===== src/rtl/mdio_pkg.sv =====
`timescale 1ns/1ps
package mdio_pkg;
  // frame geometry
  localparam int FRAME_W     = 32;
  localparam int DATA_W      = 16;
  localparam int RELEASE_IDX = 14;  // first frame bit not driven in a read
  localparam int CAPTURE_IDX = 16;  // first frame bit sampled in a read
  localparam int CTRL_OFS    = 0;
  localparam int CMD_OFS     = 4;

  typedef enum logic [1:0] {
    OP_NONE = 2'b00,
    OP_WR   = 2'b01,
    OP_RD   = 2'b10,
    OP_RSV  = 2'b11
  } mdio_op_e;

  // system clocks per MDC half period
  function automatic int unsigned half_period(input int unsigned div);
    return (div == 0) ? 1 : div;
  endfunction

  // bit image actually shifted on the wire
  function automatic logic [FRAME_W-1:0] frame_word(input logic [FRAME_W-1:0] cmd);
    logic [FRAME_W-1:0] w;
    w = cmd;
    w[FRAME_W-1] = 1'b0;
    return w;
  endfunction

  function automatic logic cmd_is_read(input logic [1:0] op);
    return mdio_op_e'(op) == OP_RD;
  endfunction

  // master lets go of the line from the turnaround on in a read
  function automatic logic line_released(input logic rd, input logic pre,
                                         input logic [4:0] idx);
    return rd && !pre && (idx >= 5'(RELEASE_IDX));
  endfunction
endpackage


===== src/rtl/mdio_clkgen.sv =====
`timescale 1ns/1ps
module mdio_clkgen #(
  parameter int DIV_W = 7
) (
  input  logic             clk,
  input  logic             rst_n,
  input  logic             run,
  input  logic [DIV_W-1:0] div,
  output logic             mdc,
  output logic             rise_evt,
  output logic             fall_evt
);
  import mdio_pkg::*;

  logic [DIV_W-1:0] cnt_q;
  logic [DIV_W-1:0] last;
  logic             tick;

  always_comb begin
    last = DIV_W'(half_period(int'(div)) - 1);
  end

  assign tick     = run && (cnt_q == last);
  assign rise_evt = tick && !mdc;
  assign fall_evt = tick && mdc;

  always_ff @(posedge clk) begin
    if (!rst_n) begin
      cnt_q <= '0;
      mdc   <= 1'b0;
    end else if (!run) begin
      cnt_q <= '0;
      mdc   <= 1'b0;
    end else if (tick) begin
      cnt_q <= '0;
      mdc   <= ~mdc;
    end else begin
      cnt_q <= cnt_q + 1'b1;
    end
  end


  mdc_idle_chk: assert property (@(posedge clk) disable iff (!rst_n)
    !run |=> !mdc);
endmodule


===== src/rtl/mdio_frame_engine.sv =====
`timescale 1ns/1ps
module mdio_frame_engine #(
  parameter int PRE_LEN = 32
) (
  input  logic                        clk,
  input  logic                        rst_n,
  input  logic                        launch,
  input  logic [mdio_pkg::FRAME_W-1:0] cmd,
  input  logic                        pre_en,
  input  logic                        rise_evt,
  input  logic                        fall_evt,
  input  logic                        mdio_i,
  output logic                        busy,
  output logic                        mdio_o,
  output logic                        mdio_oe,
  output logic                        done,
  output logic                        rx_valid,
  output logic [mdio_pkg::DATA_W-1:0] rx_data
);
  import mdio_pkg::*;

  localparam int IDX_W  = $clog2(FRAME_W);
  localparam int PRE_CW = (PRE_LEN > 1) ? $clog2(PRE_LEN) : 1;

  logic               busy_q;
  logic               in_pre_q;
  logic               is_rd_q;
  logic [PRE_CW-1:0]  pre_cnt_q;
  logic [IDX_W-1:0]   fidx_q;
  logic [FRAME_W-1:0] shreg_q;
  logic [DATA_W-1:0]  rx_sh_q;
  logic               last_bit;
  logic               capture;

  assign last_bit = !in_pre_q && (fidx_q == IDX_W'(FRAME_W - 1));
  assign done     = busy_q && fall_evt && last_bit;
  assign capture  = busy_q && rise_evt && is_rd_q && !in_pre_q &&
                    (fidx_q >= IDX_W'(CAPTURE_IDX));

  always_ff @(posedge clk) begin
    if (!rst_n) begin
      busy_q    <= 1'b0;
      in_pre_q  <= 1'b0;
      is_rd_q   <= 1'b0;
      pre_cnt_q <= '0;
      fidx_q    <= '0;
      shreg_q   <= '0;
      rx_sh_q   <= '0;
    end else if (launch) begin
      busy_q    <= 1'b1;
      in_pre_q  <= pre_en;
      is_rd_q   <= cmd_is_read(cmd[29:28]);
      pre_cnt_q <= '0;
      fidx_q    <= '0;
      shreg_q   <= frame_word(cmd);
    end else if (busy_q) begin
      if (capture) rx_sh_q <= {rx_sh_q[DATA_W-2:0], mdio_i};
      if (fall_evt) begin
        if (in_pre_q) begin
          if (pre_cnt_q == PRE_CW'(PRE_LEN - 1)) in_pre_q <= 1'b0;
          else pre_cnt_q <= pre_cnt_q + 1'b1;
        end else if (last_bit) begin
          busy_q <= 1'b0;
        end else begin
          fidx_q  <= fidx_q + 1'b1;
          shreg_q <= {shreg_q[FRAME_W-2:0], 1'b0};
        end
      end
    end
  end

  assign busy     = busy_q;
  assign mdio_o   = busy_q && (in_pre_q || shreg_q[FRAME_W-1]);
  assign mdio_oe  = busy_q && !line_released(is_rd_q, in_pre_q, fidx_q);
  assign rx_valid = done && is_rd_q;
  assign rx_data  = rx_sh_q;


  mdio_hold_chk: assert property (@(posedge clk) disable iff (!rst_n)
    (busy_q && !fall_evt) |=> $stable(mdio_o));

  pre_before_frame_chk: assert property (@(posedge clk) disable iff (!rst_n)
    (busy_q && in_pre_q) |-> (fidx_q == '0));

  rx_released_chk: assert property (@(posedge clk) disable iff (!rst_n)
    rx_valid |-> !mdio_oe);
endmodule


===== src/rtl/mdio_csr.sv =====
`timescale 1ns/1ps
module mdio_csr #(
  parameter int DIV_W  = 7,
  parameter int ADDR_W = 4
) (
  input  logic                         clk,
  input  logic                         rst_n,
  input  logic                         bus_wr,
  input  logic [ADDR_W-1:0]            bus_addr,
  input  logic [31:0]                  bus_wdata,
  output logic [31:0]                  bus_rdata,
  input  logic                         busy,
  input  logic                         rx_valid,
  input  logic [mdio_pkg::DATA_W-1:0]  rx_data,
  output logic [DIV_W-1:0]             div,
  output logic                         pre_en,
  output logic                         launch,
  output logic [31:0]                  cmd
);
  import mdio_pkg::*;

  localparam int PAD_W = 32 - DIV_W - 2;
  localparam logic [ADDR_W-1:0] CTRL_A = ADDR_W'(CTRL_OFS);
  localparam logic [ADDR_W-1:0] CMD_A  = ADDR_W'(CMD_OFS);

  logic             ctrl_sel;
  logic             cmd_sel;
  logic [DIV_W-1:0] div_q;
  logic             pre_q;
  logic [31:0]      cmd_q;

  assign ctrl_sel = (bus_addr == CTRL_A);
  assign cmd_sel  = (bus_addr == CMD_A);
  assign launch   = bus_wr && cmd_sel && !busy;

  always_ff @(posedge clk) begin
    if (!rst_n) begin
      div_q <= '0;
      pre_q <= 1'b0;
      cmd_q <= '0;
    end else begin
      if (bus_wr && ctrl_sel) begin
        div_q <= bus_wdata[DIV_W-1:0];
        pre_q <= bus_wdata[DIV_W];
      end
      if (launch) cmd_q <= bus_wdata;
      else if (rx_valid) cmd_q[DATA_W-1:0] <= rx_data;
    end
  end

  always_comb begin
    if (ctrl_sel)     bus_rdata = {{PAD_W{1'b0}}, busy, pre_q, div_q};
    else if (cmd_sel) bus_rdata = cmd_q;
    else              bus_rdata = '0;
  end

  assign div    = div_q;
  assign pre_en = pre_q;
  assign cmd    = cmd_q;


  busy_ignore_chk: assert property (@(posedge clk) disable iff (!rst_n)
    (bus_wr && cmd_sel && busy && !rx_valid) |=> $stable(cmd_q));
endmodule


===== src/rtl/mdio_master.sv =====
`timescale 1ns/1ps
module mdio_master #(
  parameter int DIV_W   = 7,
  parameter int PRE_LEN = 32,
  parameter int ADDR_W  = 4
) (
  input  logic              clk,
  input  logic              rst_n,
  input  logic              bus_wr,
  input  logic [ADDR_W-1:0] bus_addr,
  input  logic [31:0]       bus_wdata,
  output logic [31:0]       bus_rdata,
  output logic              mdc,
  output logic              mdio_o,
  output logic              mdio_oe,
  input  logic              mdio_i
);
  import mdio_pkg::*;

  logic [DIV_W-1:0]  div;
  logic              pre_en;
  logic              launch;
  logic [31:0]       cmd;
  logic              busy;
  logic              done;
  logic              rx_valid;
  logic [DATA_W-1:0] rx_data;
  logic              rise_evt;
  logic              fall_evt;

  mdio_csr #(.DIV_W(DIV_W), .ADDR_W(ADDR_W)) csr_i (
    .clk(clk), .rst_n(rst_n), .bus_wr(bus_wr), .bus_addr(bus_addr),
    .bus_wdata(bus_wdata), .bus_rdata(bus_rdata), .busy(busy),
    .rx_valid(rx_valid), .rx_data(rx_data), .div(div), .pre_en(pre_en),
    .launch(launch), .cmd(cmd)
  );

  mdio_clkgen #(.DIV_W(DIV_W)) clkgen_i (
    .clk(clk), .rst_n(rst_n), .run(busy), .div(div), .mdc(mdc),
    .rise_evt(rise_evt), .fall_evt(fall_evt)
  );

  mdio_frame_engine #(.PRE_LEN(PRE_LEN)) engine_i (
    .clk(clk), .rst_n(rst_n), .launch(launch), .cmd(bus_wdata),
    .pre_en(pre_en), .rise_evt(rise_evt), .fall_evt(fall_evt),
    .mdio_i(mdio_i), .busy(busy), .mdio_o(mdio_o), .mdio_oe(mdio_oe),
    .done(done), .rx_valid(rx_valid), .rx_data(rx_data)
  );


  oe_in_frame_chk: assert property (@(posedge clk) disable iff (!rst_n)
    mdio_oe |-> busy);

  busy_start_chk: assert property (@(posedge clk) disable iff (!rst_n)
    $rose(busy) |-> $past(launch));

  idle_low_chk: assert property (@(posedge clk) disable iff (!rst_n)
    $fell(busy) |-> (!mdc && $past(done)));
endmodule


===== config.mk =====
export PLATFORM = sky130hd
export DESIGN_NAME = mdio_master
export DESIGN_NICKNAME = d
export VERILOG_FILES = /design/src/rtl/mdio_pkg.sv /design/src/rtl/mdio_clkgen.sv /design/src/rtl/mdio_frame_engine.sv /design/src/rtl/mdio_csr.sv /design/src/rtl/mdio_master.sv
export SDC_FILE = /design/constraint.sdc
export NUM_CORES = 1
export LEC_CHECK = 0
export BUFFER_PORTS_ARGS = -buffer_cell sky130_fd_sc_hd__buf_4
export CAP_MARGIN = 5
export CORE_ASPECT_RATIO = 0.6
export CORE_MARGIN = 1
export CORE_UTILIZATION = 36
export CTS_CLUSTER_SIZE = 14
export DETAILED_ROUTE_END_ITERATION = 8
export PLACE_DENSITY = 0.59
export SYNTH_ARGS = -nofsm -noshare
export SYNTH_HDL_FRONTEND = slang
export SYNTH_SLANG_ARGS = --single-unit
export TNS_END_PERCENT = 10

===== constraint.sdc =====
create_clock -name clk -period 3.5 [get_ports clk]
set_input_delay 0.35 -clock clk [delete_from_list [all_inputs] [get_ports clk]]
set_output_delay 0.35 -clock clk [all_outputs]
set_load 0.02 [all_outputs]

# [Yosys cells after proc, flatten, opt, wreduce, memory -nomap -nowiden]
# Index checks and enable logic that the tools add are counted.
[op_classes] n_bitwise=7 n_div=0 n_lt_le_gt_ge=2 eq_ne=7 n_shift=0 reduce_logical=36 addsub=4 n_mul=0 mux=20
[op_table] operator="$mux 31" count=5
[op_table] operator="$mux 32" count=2
[op_table] operator="$mux 16" count=2
[op_table] operator="$logic_and 1x1->1" count=18
[op_table] operator="$reduce_and 4->1" count=3
[op_table] operator="$add 5x1->5 const B" count=2
[op_table] operator="$eq 5x5->1 const B" count=2
[op_table] operator="$mux 1" count=10
[op_table] operator="$add 7x1->7 const B" count=1
[op_table] operator="$eq 7x7->1" count=1
[op_table] operator="$logic_not 7->1" count=1
[op_table] operator="$mux 7" count=1
[op_table] operator="$not 1->1" count=7
[op_table] operator="$sub 7x1->7 const B" count=1
[op_table] operator="$reduce_bool 2->1" count=3
[op_table] operator="$ge 5x4->1 const B" count=1
[op_table] operator="$ge 5x5->1 const B" count=1
[op_table] operator="$eq 4x3->1 const B" count=1
[op_table] operator="$logic_not 1->1" count=4
[op_table] operator="$logic_not 4->1" count=1
[op_table] operator="$ne 2x2->1 const B" count=2
[op_table] operator="$reduce_and 2->1" count=2
[op_table] operator="$reduce_and 3->1" count=1
[op_table] operator="$reduce_or 3->1" count=1
[op_table] operator="3 further kinds" count=3
[word_totals] mem_bits_rw=0 output_inout_bits=35 rom_bits=0 mem_count=0 regBits=109 latch_bits=0

# [Logic depth before layout (Yosys ltp)]
[logic_depth] depth_word=11 ltp_mapped=12 mapped_depth_nobuf=9

# [By module]
# A second synthesis with hierarchy kept.
[hier_totals] cells_unflattened=586 hier_area_um2=5187.5
[modules_own_cells] module="mdio_frame_engine" seq_area_each_um2=1221.2 instances=1 cells_each=302 area_per_inst_um2=2580.0
[modules_own_cells] module="mdio_csr" seq_area_each_um2=800.8 instances=1 cells_each=217 area_per_inst_um2=2001.9
[modules_own_cells] module="mdio_clkgen" seq_area_each_um2=160.2 instances=1 cells_each=67 area_per_inst_um2=605.6

# [Worst setup path after synthesis]
# No wires, ideal clock.
[synth_path] kind="reg-to-reg" startpoint="register csr_i.div_q[2] (netlist: csr_i.div[2])" endpoint="register csr_i.cmd_q[5] (netlist: csr_i.cmd[5])" path_slack_ns=0.764 required_ns=3.426 n_path_buf=2 path_stages_with_launch=9 arrival_ns=2.662 setup_time_ns=0.074 synth_period_minus_slack_ns=2.736 path_cell_list="dfxtp_1 > or4_4 > o21a_1 > or3_4 > a2111o_1 > buf_6 > buf_6 > or4_1 > a31oi_1"
[synth_via] elab_chain_cells=10
[synth_rtl] element="start, declared" line="mdio_csr.sv:28" source="logic [DIV_W-1:0] div_q;"
[synth_rtl] element="start signal, assigned" line="mdio_csr.sv:43" source="div_q <= bus_wdata[DIV_W-1:0];"
[synth_rtl] element="$logic_not 7->1" line="mdio_pkg.sv:20" source="return (div == 0) ? 1 : div;"
[synth_rtl] element="$mux 7 (*)" line="mdio_pkg.sv:20"
[synth_rtl] element="$sub 7x1->7 (*)" line="mdio_clkgen.sv:20" source="last = DIV_W'(half_period(int'(div)) - 1);"
[synth_rtl] element="$eq 7x7->1 (*)" line="mdio_clkgen.sv:23" source="assign tick = run && (cnt_q == last);"
[synth_rtl] element="$logic_and 1x1->1 (*)" line="mdio_clkgen.sv:23"
[synth_rtl] element="$logic_and 1x1->1 (*)" line="mdio_clkgen.sv:25" source="assign fall_evt = tick && mdc;"
[synth_rtl] element="$logic_and 1x1->1 (*) (2 in a row)" line="mdio_frame_engine.sv:36" source="assign done = busy_q && fall_evt && last_bit;"
[synth_rtl] element="$logic_and 1x1->1 (*)" line="mdio_frame_engine.sv:75" source="assign rx_valid = done && is_rd_q;"
[synth_rtl] element="$reduce_bool 2->1 (no source line) (*)"
[synth_rtl] element="end signal, assigned" line="mdio_csr.sv:46" source="if (launch) cmd_q <= bus_wdata;"
[synth_rtl] element="end signal, assigned by index" line="mdio_csr.sv:47" source="else if (rx_valid) cmd_q[DATA_W-1:0] <= rx_data;"
[synth_rtl] element="end, declared" line="mdio_csr.sv:30" source="logic [31:0] cmd_q;"
# Every way passes the cells marked *; elsewhere a longest branch is shown, timed or not.
# A chain may end at the register's enable or synchronous reset.

# [Worst setup path after layout]
[layout_path] startpoint="register csr_i.div_q[2] (netlist: csr_i.div[2])" endpoint="register engine_i.fidx_q[0]"
[layout_via] elab_chain_cells=7
[layout_rtl] element="$logic_not 7->1" line="mdio_pkg.sv:20"
[layout_rtl] element="$mux 7 (*)" line="mdio_pkg.sv:20"
[layout_rtl] element="$sub 7x1->7 (*)" line="mdio_clkgen.sv:20"
[layout_rtl] element="$eq 7x7->1 (*)" line="mdio_clkgen.sv:23"
[layout_rtl] element="$logic_and 1x1->1 (*)" line="mdio_clkgen.sv:23"
[layout_rtl] element="$logic_and 1x1->1 (*)" line="mdio_clkgen.sv:25"
[layout_rtl] element="$reduce_and 4->1 (no source line) (*)"
[layout_rtl] element="end signal, assigned" line="mdio_frame_engine.sv:65" source="fidx_q <= fidx_q + 1'b1;"
[layout_rtl] element="end, declared" line="mdio_frame_engine.sv:29" source="logic [IDX_W-1:0] fidx_q;"
# Marked as above.

==> flow_metrics.env <==
export IMPL_synthTopCellsByArea="dfxtp_1, a21oi_1, o21ai_0, nand2_1, a31oi_1"
export IMPL_seq_area_um2=2180
export IMPL_dp_hpwl_um=10300
export IMPL_ys_seq_elements=109
export IMPL_syn_nets=703
export IMPL_vias=4968
export IMPL_grt_pass1_vias=4804
export IMPL_gp_congestion=0.869
export IMPL_synth_edff_count=0
export IMPL_viasPerCell=5.55
export IMPL_p_leak_uw=0.00233
export IMPL_ctsHtreeMaxLevel=3
export IMPL_cts_resized=0
export IMPL_tightest_slew_ns=0.578
export IMPL_synth_ff_type="dfxtp_1"
export IMPL_cts_tree="done"
export IMPL_rr_startpoint="csr_i.div[2]$_SDFFE_PN0P_"
export IMPL_fin_setup_tns_ns=0
export IMPL_synth_top_area_share_pct=41.2
export IMPL_worstSetupStartpoint="csr_i.div[2]$_SDFFE_PN0P_"
export IMPL_area_growth_pct=19.6
export IMPL_hold_path_class="primary input to flop"
export IMPL_max_freq_mhz=314
export IMPL_ys_async_sr_fraction_pct=0
export IMPL_power_density_nw_per_um2=403
export IMPL_ir_drop_v=0.000218
export IMPL_grt_pass1_wl_um=24500
export IMPL_max_clock_path_buffers=2
export IMPL_chipHeight_um=95.9
export IMPL_cp_start_kind="flop"
export IMPL_critical_path_max_fanout=32
export IMPL_cp_slowest_cell="a2111o_2"
export IMPL_final_common_cell="dfxtp_1"
export IMPL_cts_hold_buffers=0
export IMPL_worst_path_stages=7
export IMPL_finalClockSkew_ns=0.00788
export IMPL_clk_latency_ns=0.35
export IMPL_fp_dieW_um=159
export IMPL_synth_top_area_cell="dfxtp_1"
export IMPL_worstPathCellList="or4_4 > nor4b_2 > o21ai_0 > a2111o_2 > buf_4 > or3_1 > a21oi_1"
export IMPL_ys_seq_area_share_pct=41.2
export IMPL_crit_path_end_kind="flop"
export IMPL_cp_arrival_ns=3.46
export IMPL_cts_made_buffers=9
export IMPL_port_buffers=74
export IMPL_post_route_period_util_pct=91.0
export IMPL_synthCells=657
export IMPL_fin_nets=744
export IMPL_hold_viol=0
export IMPL_post_drt_wl_per_cell_um=16.7
export IMPL_start_util_pct=37.8
export IMPL_reg2reg_setup_slack_ns=0.32
export IMPL_synthesis_area_um2=5290
export IMPL_period_minus_slack_ns=3.18
export IMPL_clockRootBuffer="clkbuf_16"
export IMPL_dp_cells=879
export IMPL_drive_above_1_share_pct=16.9
export IMPL_relSlewSlack_pct=61.5
export IMPL_path_buf_inv=1
export IMPL_setup_viol=0
export IMPL_status="complete, no violations"
export IMPL_mostFrequentLayoutCells="dfxtp_1, buf_4, nand2_1, a21oi_1, o21ai_0"
export IMPL_fin_cells=895
export IMPL_yosys_warnings=0
export IMPL_multiInputGateArea_um2=2860
export IMPL_cpPeakStageDelay_ns=0.78
export IMPL_ant_nets=0
export IMPL_fillers=1384
export IMPL_drv_slew=0
export IMPL_ys_types=46
export IMPL_grt_max_degree=60
export IMPL_antenna_cells=0
export IMPL_clkTransAtPathRegs_ns=0.08
export IMPL_r2r_end="engine_i.fidx_q[0]$_SDFFE_PP0P_"
export IMPL_critical_path_required_ns=3.78
export IMPL_avgSynthCellArea_um2=8.06
export IMPL_grt_antenna_before_repair=0
export IMPL_grt_overflow=0
export IMPL_reg2reg_depth=7
export IMPL_drt_first_pass_iters=5
export IMPL_ios=75
export IMPL_numClockSinks=109
export IMPL_cts_setup_buffers=0
export IMPL_rsz0062_at_grt="false"
export IMPL_num_rows=33
export IMPL_endpoint="engine_i.fidx_q[0]$_SDFFE_PP0P_"
export IMPL_die_area_um2=15200
export IMPL_drv_cap=0
export IMPL_crit_type="flop to flop"
export IMPL_first_iter_violations=466
export IMPL_wl_um=14900
export IMPL_grt_usage_pct=20.6
export IMPL_crit_family="simple AND/OR/NAND/NOR gates"
export IMPL_drcViolationCount=0
export IMPL_core_um2=14000
## synthesized netlist by cell type (3+ instances only)
cell type and instances:
buf_6 3, nor4_1 4, xor2_1 5, clkbuf_1 58, nand3_1 38, or4_1 10
dfxtp_1 109, inv_1 4, a31oi_1 44, nand2_1 76, ha_1 6, a21oi_1 66
and2_1 26, o21ai_0 61, o211ai_1 16, nor2_1 16, a211oi_1 4, o31ai_1 4
mux2i_1 17, xnor2_1 7, or3_1 4, a22o_1 9, and3_1 43
## cell families (layout without fill, tap and decap cells)
family,Yosys count,count (layout),share of synthesized area [%]
flip-flops,109,109,41.2
AO/OA/AOI/OAI,215,215,24.0
buffers and inverters,68,114,5.30
adder cells (fa/ha/maj),6,6,1.42
AND/OR/NAND/NOR,230,230,22.9
multiplexers,17,17,3.22
XOR/XNOR,12,12,1.99
## sequential cells by signal, summed over array words and instances (netlist names), 5 cells and up
name / cells
csr_i.cmd: 32
engine_i.shreg_q: 32
engine_i.rx_data: 16
clkgen_i.cnt_q: 7
csr_i.div: 7
engine_i.fidx_q: 5
engine_i.pre_cnt_q: 5
## final cells by class
class                   instances  share of cell area [%]
multi-input cells             480                    45.1
repair buffers                 93                    11.2
inverters                       5                   0.296
clock inverters                 7                    1.52
flip-flops and latches        109                    34.5
clock buffers                   9                    3.56
well taps                     192                    3.79
## per-stage QoR
stage,hold WS (ns),instance area [um2],power [uW],utilization [%],worst slack (ns)
6_report,0.245,6330,2550,45.2,0.317
3_3_place_gp,0.441,6010,1450,42.9,0.460
4_1_cts,0.234,6330,2580,45.2,0.342
2_1_floorplan,0.427,5290,1380,-,0.764
5_1_grt,0.241,6330,2650,45.2,0.163
3_5_place_dp,0.445,6010,1460,42.9,0.369
## worst min path at each step
stage                                              from                             to  cells after the start
after floorplan           engine_i.is_rd_q$_SDFFE_PN0P_  engine_i.is_rd_q$_SDFFE_PN0P_                      2
after global placement       csr_i.cmd[31]$_SDFFE_PN0P_     csr_i.cmd[31]$_SDFFE_PN0P_                      2
after detailed placement     csr_i.cmd[21]$_SDFFE_PN0P_     csr_i.cmd[21]$_SDFFE_PN0P_                      2
after CTS                                 bus_wdata[17]     csr_i.cmd[17]$_SDFFE_PN0P_                      3
after global routing                      bus_wdata[17]     csr_i.cmd[17]$_SDFFE_PN0P_                      3
final                                     bus_wdata[17]     csr_i.cmd[17]$_SDFFE_PN0P_                      3
## tightest hold or removal path, stage by stage
cell,delay [ns]
buf_4,0.11
nand2_1,0.04
a21oi_1,0.05
## power breakdown
group	internal (uW)	switching [uW]
registers	1250	8.57
clock network	632	490
logic	63.1	103
## per-layer routing
layer  up-vias  part of all wire [%]  track usage, %
met5         -                     0               0
met4         0                  0.92            5.13
met3        13                   5.3            4.14
met2       137                    43            31.2
met1      2349                    51            29.7
li1       2469                     -               -
Note: power is estimated with default switching activity, not from simulation.
